`src/rtl/dma_arb_elig.sv`:
```
module dma_arb_elig #(
  parameter int NUM_CH = 7
) (
  input  logic [NUM_CH-1:0] ch_enable,
  input  logic [NUM_CH-1:0] ch_mem2mem,
  input  logic [NUM_CH-1:0] ch_count_nz,
  input  logic [NUM_CH-1:0] ch_fault,
  input  logic [NUM_CH-1:0] periph_req,
  input  logic [NUM_CH-1:0] periph_ack,
  input  logic [NUM_CH-1:0] defer_mask,
  output logic [NUM_CH-1:0] cand
);
  logic [NUM_CH-1:0] raw;
  logic [NUM_CH-1:0] others;

  for (genvar i = 0; i < NUM_CH; i++) begin : g_ch
    logic active;
    logic wants;
    // serviceable: enabled, fault-free, items left
    assign active = ch_enable[i] & ~ch_fault[i] & ch_count_nz[i];
    // copy channels request on their own; peripherals need a fresh request
    assign wants  = ch_mem2mem[i] | (periph_req[i] & ~periph_ack[i]);
    assign raw[i] = active & wants;
  end

  // a deferred copy channel yields only if someone else is waiting
  assign others = raw & ~defer_mask;
  assign cand   = (|others) ? others : raw;
endmodule

```
`src/rtl/dma_arb_pick.sv`:
```
module dma_arb_pick #(
  parameter int NUM_CH = 7,
  parameter int LVL_W  = 2
) (
  input  logic [NUM_CH-1:0]       cand,
  input  logic [NUM_CH*LVL_W-1:0] level,
  output logic [NUM_CH-1:0]       pick_oh,
  output logic                    pick_any
);
  localparam int IDX_W = (NUM_CH > 1) ? $clog2(NUM_CH) : 1;

  logic [LVL_W-1:0] best_lvl;
  logic [IDX_W-1:0] best_idx;
  logic             found;

  always_comb begin
    best_lvl = '0;
    best_idx = '0;
    found    = 1'b0;
    // strict compare keeps the lowest index on a tie
    for (int i = 0; i < NUM_CH; i++) begin
      if (cand[i] && (!found || level[i*LVL_W +: LVL_W] > best_lvl)) begin
        best_lvl = level[i*LVL_W +: LVL_W];
        best_idx = IDX_W'(i);
        found    = 1'b1;
      end
    end
    pick_oh = '0;
    if (found) pick_oh[best_idx] = 1'b1;
    pick_any = found;
  end
endmodule

```
`src/rtl/dma_arb_handshake.sv`:
```
module dma_arb_handshake #(
  parameter int NUM_CH = 7
) (
  input  logic              clk,
  input  logic              rst_n,
  input  logic [NUM_CH-1:0] grant_fire,
  input  logic [NUM_CH-1:0] ch_mem2mem,
  input  logic [NUM_CH-1:0] periph_req,
  output logic [NUM_CH-1:0] periph_ack
);
  for (genvar i = 0; i < NUM_CH; i++) begin : g_ack
    always_ff @(posedge clk or negedge rst_n) begin
      if (!rst_n)
        periph_ack[i] <= 1'b0;
      else if (grant_fire[i] && !ch_mem2mem[i])
        periph_ack[i] <= 1'b1;
      else if (!periph_req[i])
        periph_ack[i] <= 1'b0;
    end
  end
endmodule

```
`src/rtl/dma_chan_arbiter.sv`:
```
module dma_chan_arbiter #(
  parameter int NUM_CH = 7,
  parameter int LVL_W  = 2
) (
  input  logic                    clk,
  input  logic                    rst_n,
  input  logic [NUM_CH-1:0]       ch_enable,
  input  logic [NUM_CH-1:0]       ch_mem2mem,
  input  logic [NUM_CH-1:0]       ch_count_nz,
  input  logic [NUM_CH-1:0]       ch_fault,
  input  logic [NUM_CH*LVL_W-1:0] ch_level,
  input  logic [NUM_CH-1:0]       periph_req,
  output logic [NUM_CH-1:0]       periph_ack,
  output logic [NUM_CH-1:0]       xfer_grant,
  input  logic                    xfer_done,
  input  logic                    xfer_error
);
  logic [NUM_CH-1:0] cand;
  logic [NUM_CH-1:0] pick_oh;
  logic              pick_any;
  logic [NUM_CH-1:0] grant_q;
  logic [NUM_CH-1:0] defer_q;
  logic [NUM_CH-1:0] fire;
  logic              idle;
  logic              finish;

  assign idle   = ~|grant_q;
  assign finish = ~idle & (xfer_done | xfer_error);
  assign fire   = (idle & pick_any) ? pick_oh : '0;

  dma_arb_elig #(.NUM_CH(NUM_CH)) u_elig (
    .ch_enable   (ch_enable),
    .ch_mem2mem  (ch_mem2mem),
    .ch_count_nz (ch_count_nz),
    .ch_fault    (ch_fault),
    .periph_req  (periph_req),
    .periph_ack  (periph_ack),
    .defer_mask  (defer_q),
    .cand        (cand)
  );

  dma_arb_pick #(.NUM_CH(NUM_CH), .LVL_W(LVL_W)) u_pick (
    .cand     (cand),
    .level    (ch_level),
    .pick_oh  (pick_oh),
    .pick_any (pick_any)
  );

  dma_arb_handshake #(.NUM_CH(NUM_CH)) u_hs (
    .clk        (clk),
    .rst_n      (rst_n),
    .grant_fire (fire),
    .ch_mem2mem (ch_mem2mem),
    .periph_req (periph_req),
    .periph_ack (periph_ack)
  );

  always_ff @(posedge clk or negedge rst_n) begin
    if (!rst_n) begin
      grant_q <= '0;
      defer_q <= '0;
    end else if (idle && pick_any) begin
      grant_q <= pick_oh;
      defer_q <= '0;
    end else if (finish) begin
      grant_q <= '0;
      defer_q <= grant_q & ch_mem2mem;
    end
  end

  assign xfer_grant = grant_q;
endmodule

```
`config.mk`:
```
export PLATFORM = sky130hd
export DESIGN_NAME = dma_chan_arbiter
export DESIGN_NICKNAME = d
export VERILOG_FILES = /design/src/rtl/dma_arb_elig.sv /design/src/rtl/dma_arb_pick.sv /design/src/rtl/dma_arb_handshake.sv /design/src/rtl/dma_chan_arbiter.sv
export SDC_FILE = /design/constraint.sdc
export NUM_CORES = 1
export LEC_CHECK = 0
export ABC_CLOCK_PERIOD_IN_PS = 17300
export BUFFER_PORTS_ARGS = -buffer_cell sky130_fd_sc_hd__buf_2
export CAP_MARGIN = 20
export CORE_MARGIN = 3
export CORE_UTILIZATION = 45
export DETAILED_ROUTE_END_ITERATION = 16
export PLACE_DENSITY = 0.73
export SYNTH_ARGS = -nofsm -noshare
export SYNTH_HDL_FRONTEND = slang
export SYNTH_SLANG_ARGS = --single-unit
```
`constraint.sdc`:
```
create_clock -name clk -period 17.3 [get_ports clk]
set_input_delay 0.865 -clock clk [delete_from_list [all_inputs] [get_ports clk]]
set_output_delay 0.865 -clock clk [all_outputs]
set_load 0.1 [all_outputs]
```
=== After elaboration in Yosys (flattened, before gate mapping) ===
Cells that the tools add are included.

* Word-level logic and storage cells: 159
* Output and inout bits: 14
* Input port bits: 53
* Register bits: 21

* Eq/ne operators: 7
* $lt $le $gt $ge: 8
* Reduce and logical (&&, ||, !) cells: 38
* Bitwise logic cells: 55
* Muxes and demuxes: 42

{| class="wikitable"
|+ Operators with widths
! cell !! number
|-
| $mux 7 || 7
|-
| $and 1x1->1 || 30
|-
| $mux 1 || 23
|-
| $mux 2 || 8
|-
| $logic_and 1x1->1 || 15
|-
| $and 7x7->7 || 2
|-
| $logic_not 1->1 || 14
|-
| $ne 2x1->1 const B || 7
|-
| $not 1->1 || 14
|-
| $reduce_or 7->1 || 2
|-
| $gt 2x2->1 || 6
|-
| $mux 3 || 3
|-
| $or 1x1->1 || 8
|-
| $not 7->7 || 1
|-
| $logic_or 1x1->1 || 6
|-
| $lt 3x4->1 const B || 1
|-
| $demux 1 s3 || 1
|-
| $ge 3x1->1 const B || 1
|-
| $reduce_bool 2->1 || 1
|}

=== Longest topological paths before layout ===
* Depth after elaboration: 40
* Depth in mapped cells: 45
* Mapped depth without buffers: 45

=== By module ===
A second synthesis with hierarchy kept.

* Cell total of the unflattened synthesis: 232
* Area total of the unflattened synthesis: 2003.2 um^2

{| class="wikitable"
|+ By module, submodules not included
! module !! sequential area each (um^2) !! instances !! cells an instance !! area an instance (um^2)
|-
| dma_chan_arbiter || 350.3 || 1 || 69 || 729.4
|-
| dma_arb_pick || 0.0 || 1 || 87 || 579.3
|-
| dma_arb_elig || 0.0 || 1 || 48 || 405.4
|-
| dma_arb_handshake || 175.2 || 1 || 28 || 289.0
|}

=== Least setup slack after synthesis ===
No wires, ideal clock.

* Kind: reg2reg
* From: register u_hs.periph_ack[1]
* To: register u_hs.periph_ack[0]
* Clock period less this slack: 8.672 ns
* Arrival time: 8.580 ns
* Data required time: 17.208 ns
* Slack: 8.628 ns
* Cell stages (with the launch flop): 44
* Buffers on the path: 0
* Library setup time: 0.092 ns
* Path through: dfrtp_1 > nor2b_1 > o21ai_2 > nand4_4 > o41ai_4 > nand2_1 > ha_1 > nor2b_1 > o21ai_0 > a21oi_1 > a21o_2 > inv_1 > ha_1 > a21oi_1 > a21oi_1 > o21bai_2 > a221o_1 > o21ai_0 > [... 8 more ...] > nand2_1 > o21ai_0 > a21oi_1 > a221o_1 > nand2_1 > ha_1 > nor2b_1 > o21ai_0 > a211o_2 > o31a_1 > a31oi_1 > ha_1 > a21oi_1 > a21oi_1 > a31oi_1 > o2111ai_1 > or3_4 > o31ai_2

* Longest elaborated chain between the ends: 40
* Elaborated cells on any way between the ends: 61
* Those cells by class: 8 x order compare; 1 x eq/ne; 25 x mux; 6 x bitwise; 21 x reduce/logical

{| class="wikitable"
|+ RTL lines
! item !! RTL line !! source
|-
| start, declared || dma_arb_handshake.sv:9 || <nowiki>output logic [NUM_CH-1:0] periph_ack</nowiki>
|-
| start signal, assigned by index || dma_arb_handshake.sv:14 || <nowiki>periph_ack[i] <= 1'b0;</nowiki>
|-
| start signal, assigned by index || dma_arb_handshake.sv:16 || <nowiki>periph_ack[i] <= 1'b1;</nowiki>
|-
| start signal, assigned by index || dma_arb_handshake.sv:18 || <nowiki>periph_ack[i] <= 1'b0;</nowiki>
|-
| $not 1->1 (*) || dma_arb_elig.sv:22 || <nowiki>assign wants = ch_mem2mem[i] | (periph_req[i] & ~periph_ack[i]);</nowiki>
|-
| $and 1x1->1 (*) || dma_arb_elig.sv:22 ||
|-
| $or 1x1->1 (*) || dma_arb_elig.sv:22 ||
|-
| $and 1x1->1 (*) || dma_arb_elig.sv:23 || <nowiki>assign raw[i] = active & wants;</nowiki>
|-
| $and 7x7->7 || dma_arb_elig.sv:27 || <nowiki>assign others = raw & ~defer_mask;</nowiki>
|-
| $reduce_or 7->1 || dma_arb_elig.sv:28 || <nowiki>assign cand = (|others) ? others : raw;</nowiki>
|-
| $mux 7 (*) || dma_arb_elig.sv:28 ||
|-
| $mux 2 / $mux 1 (equally long branches) || dma_arb_pick.sv:22 || <nowiki>if (cand[i] && (!found || level[i*LVL_W +: LVL_W] > best_lvl)) begin</nowiki>
|-
| [... 24 more ...] || n/a ||
|-
| $lt 3x4->1 (implied by the code) / $ge 3x1->1 (equally long branches) || dma_arb_pick.sv:29 || <nowiki>if (found) pick_oh[best_idx] = 1'b1;</nowiki>
|-
| $logic_and 1x1->1 (implied by the code) || dma_arb_pick.sv:29 ||
|-
| $mux 1 (implied by the code) || dma_arb_pick.sv:29 ||
|-
| $demux 1 s3 || n/a ||
|-
| $mux 7 || dma_arb_pick.sv:29 ||
|-
| $mux 7 (*) || dma_chan_arbiter.sv:29 || <nowiki>assign fire = (idle & pick_any) ? pick_oh : '0;</nowiki>
|-
| $logic_and 1x1->1 (*) || dma_arb_handshake.sv:15 || <nowiki>else if (grant_fire[i] && !ch_mem2mem[i])</nowiki>
|-
| $ne 2x1->1 (no line) / $mux 1 (equally long branches) || n/a ||
|}

Every way passes the cells marked *; elsewhere a longest branch is shown, timed or not.
A chain may end at the register's enable or synchronous reset.

=== Final worst setup path ===
* From: input periph_req[0]
* To: register u_hs.periph_ack[0]

* Longest elaborated chain between the ends: 39
* Elaborated cells on any way between the ends: 60
* Those cells by class: 8 x order compare; 1 x eq/ne; 25 x mux; 5 x bitwise; 21 x reduce/logical

{| class="wikitable"
|+ RTL lines
! item !! RTL line !! source
|-
| start, declared || dma_chan_arbiter.sv:12 || <nowiki>input logic [NUM_CH-1:0] periph_req,</nowiki>
|-
| $and 1x1->1 || dma_arb_elig.sv:22 ||
|-
| $or 1x1->1 || dma_arb_elig.sv:22 ||
|-
| $and 1x1->1 || dma_arb_elig.sv:23 ||
|-
| $and 7x7->7 || dma_arb_elig.sv:27 ||
|-
| $reduce_or 7->1 || dma_arb_elig.sv:28 ||
|-
| $mux 7 || dma_arb_elig.sv:28 ||
|-
| $mux 2 / $mux 1 (equally long branches) || dma_arb_pick.sv:22 ||
|-
| $gt 2x2->1 / $logic_not 1->1 (equally long branches) || dma_arb_pick.sv:22 ||
|-
| [... 23 more ...] || n/a ||
|-
| $lt 3x4->1 (implied by the code) / $ge 3x1->1 (equally long branches) || dma_arb_pick.sv:29 ||
|-
| $logic_and 1x1->1 (implied by the code) || dma_arb_pick.sv:29 ||
|-
| $mux 1 (implied by the code) || dma_arb_pick.sv:29 ||
|-
| $demux 1 s3 || n/a ||
|-
| $mux 7 || dma_arb_pick.sv:29 ||
|-
| $mux 7 || dma_chan_arbiter.sv:29 ||
|-
| $logic_and 1x1->1 || dma_arb_handshake.sv:15 ||
|-
| $ne 2x1->1 (no line) / $mux 1 (equally long branches) || n/a ||
|}

Parallel ways exist; a longest one is shown, timed or not.

==> reports/qor.txt <==
post-DP HPWL: 4205 um
RSZ-0062 raised after global routing: no
Clock Pin Slew Worst Setup and Hold Paths: 0.07 ns
worst slew pin tran: 0.7424 ns
CP startpoint kind: input port
Net Switching: 149.6 uW
worst setup path start: periph_req[0]
Int Pwr: 120.1 uW
global-route wire length before repair: 8638 um
Lkg Pwr: 1.182 nW
first drt pass iteration count: 4
setup TNS: 0 ns
core box area: 4058 um^2
Post-CTS Setup Inserts: 0
Crit Path Category: input port to flop
detailed-route via count: 1947
clk sink count: 21
hold buffer count at cts: 0
# fillers: 386
Critical Path Fanout Max: 9
io pins: 67
Residual DRC: 0
Synth Cell Area: 1931 um^2
root buf cell: clkbuf_8
Net count, final: 347
Max-cap violations: 0
Initial Utilization: 0.4758
Cells after Synth: 211
final worst path period share: 0.5529
worst vdd ir: 0.1006 mV
sequential share of power: 0.257
overall power: 269.8 uW
number of global-route vias before repair: 1895
final setup vio count: 0
CTS buffer count: 3
Sw Share: 0.5547
GPL Wtd Cong: 0.8568
Clk pwr share: 0.122
run status: complete, no violations
antenna violations before repair: 0
CTS tree: done
class of the most critical hold timing path: flop to flop
worst r2r src: u_hs.periph_ack[0]
port bufs: 66
grt total ovfl: 0
sequential element share of the synthesized area: 0.2722
CP required: 17.47 ns
kind of end point of the critical path: flop
Rows: 23
GRT Util Overall: 0.2063
Pins Over Slew Limit: 0
post-synth net total: 276
Unique masters post-synth: 53
post-synthesis to final-layout area growth: 22.68%
fmax: 104.6 MHz
Seq cells post-synth: 21
clock buffer depth: 2
Post-synth EDFFs: 0
Warnings, synthesis: 0
DR iter-0 viols: 161
hold path start: u_hs.periph_ack[2]
part of the power in combinational logic: 0.621
DR WL/cell: 15.24 um
Final ANT Viol Nets: 0
Die Area: 5112 um^2
Primary FF master, synth: dfrtp_1
CTS resizes: 0
Post-Syn Area per Cell: 9.150 um^2
post-place instance area: 2323 um^2
Clock Skew: 0.005176 ns
die height: 71.50 um
CP peak stage delay: 0.55 ns
worst skew pair latency: 0.26 ns
worst hold path cell count: 2
H-tree depth: 1
crit path time final: 9.564 ns
Slew HR: 0.5005
Die Wd: 71.50 um
worst r2r path cells: 43
layout cell share with drive strength beyond 1: 0.3559
Final Util: 0.5837
highest-delay cell along the critical path: o41ai_4
antenna diode count: 0
PD cells: 113.9 nW/um^2
ys async rst share: 1.000
DRT Wirelength: 5044 um
final hold vios: 0
Via density: 5.882
Hold Worst Slack: 0.5138 ns
Design Area, Final: 2369 um^2
critical path arrival: 9.73 ns
largest net degree at the start of global routing: 22
-- final cells by class --
type                       instances  area [um^2]  area share
clock buffer                       4        45.04     0.01902
inverter                          18        67.56     0.02853
multi-input combinational        172         1338      0.5647
sequential                        21        525.5      0.2219
tap                               50        62.56     0.02641
timing repair buffer              66        330.3      0.1395
-- power groups by stage --
stage	clock network (mW)	logic [mW]	registers, mW
after floorplan	0	0.0787	0.117
after global placement	0	0.164	0.0697
after detailed placement	0	0.167	0.0698
after CTS	0.0331	0.167	0.0689
after global routing	0.0358	0.183	0.0708
final	0.0330	0.168	0.0692
-- logic make-up (layout without fill, tap and decap cells) --
| logic type | Yosys count | after routing | synth area share |
|---|---|---|---|
| simple gates | 75 | 75 | 0.2346 |
| flops | 21 | 21 | 0.2722 |
| buf+inv | 18 | 88 | 0.03499 |
| fa+ha+maj | 12 | 12 | 0.07777 |
| compound gates | 85 | 85 | 0.3804 |
-- worst max-delay path, delay by kind of cell --
kind            cells  cell delay [ns]
simple gates        9             1.44
compound gates     26             5.56
fa+ha+maj           6             1.61
buf+inv             3             0.24
-- registers in the layout, summed over array words and instances, names as in the netlist --
| register | cells |
|---|---|
| defer_q | 7 |
| u_hs.periph_ack | 7 |
| xfer_grant | 7 |
-- cell usage after synthesis, types with 2 or more instances --
library cell	count	area (um^2)
nor2_1	3	11.26
o31ai_1	4	30.03
a22oi_1	2	15.01
nand3_1	8	40.04
o21ai_1	2	10.01
inv_1	18	67.56
o2111ai_1	8	70.07
ha_1	12	150.1
nand2b_1	3	18.77
a21oi_1	12	60.06
o211a_1	2	20.02
and2_1	2	12.51
o21ai_4	2	32.53
a21o_2	3	26.28
nor4_1	2	12.51
o41ai_4	2	55.05
nor3_1	2	10.01
a31oi_1	4	25.02
a21o_1	2	15.01
o21a_1	2	15.01
o2bb2ai_1	4	35.03
nor2b_1	9	56.30
o21ai_0	13	65.06
o21ai_2	4	35.03
and4bb_1	4	50.05
and2_2	2	15.01
dfrtp_1	21	525.5
o41ai_2	2	32.53
a221o_1	2	20.02
nand2_1	29	108.9
a32oi_1	2	17.52
o31ai_2	2	25.02
o31a_1	2	17.52
-- worst paths after layout --
path | endpoint | slack, ns
hold reg to reg | u_hs.periph_ack[2] | 0.51
hold / removal | u_hs.periph_ack[2] | 0.51
setup / recovery | u_hs.periph_ack[0] | 7.74
setup reg to reg | u_hs.periph_ack[0] | 8.10
min in group asynchronous | defer_q[4] | 0.56
max in group asynchronous | xfer_grant[1] | 16.41
-- stage by stage --
step / cells / setup WS (ns)
after CTS: 331 / 7.654
after detailed placement: 327 / 7.410
final: 331 / 7.736
after global routing: 331 / 6.665
after global placement: 327 / 7.721
after floorplan: 211 / 8.628
-- cell usage in the layout (no fill, tap or decap), types with 3 or more instances in the layout --
cell type / count
buf_2: 66
nand2_1: 29
dfrtp_1: 21
inv_1: 18
o21ai_0: 13
a21oi_1: 12
ha_1: 12
nor2b_1: 9
o2111ai_1: 8
nand3_1: 8
and4bb_1: 4
o21ai_2: 4
o31ai_1: 4
a31oi_1: 4
o2bb2ai_1: 4
nor2_1: 3
a21o_2: 3
nand2b_1: 3
clkbuf_8: 3
-- metal layers --
| layer | vias up | part of all wire | track usage |
|---|---|---|---|
| met5 | - | 0 | 0 |
| met3 | 8 | 0.061 | 0.03086 |
| met4 | 0 | 0.014 | 0.03549 |
| met1 | 911 | 0.46 | 0.2799 |
| li1 | 963 | - | - |
| met2 | 65 | 0.47 | 0.3520 |
(Power assumes the default switching activity.)
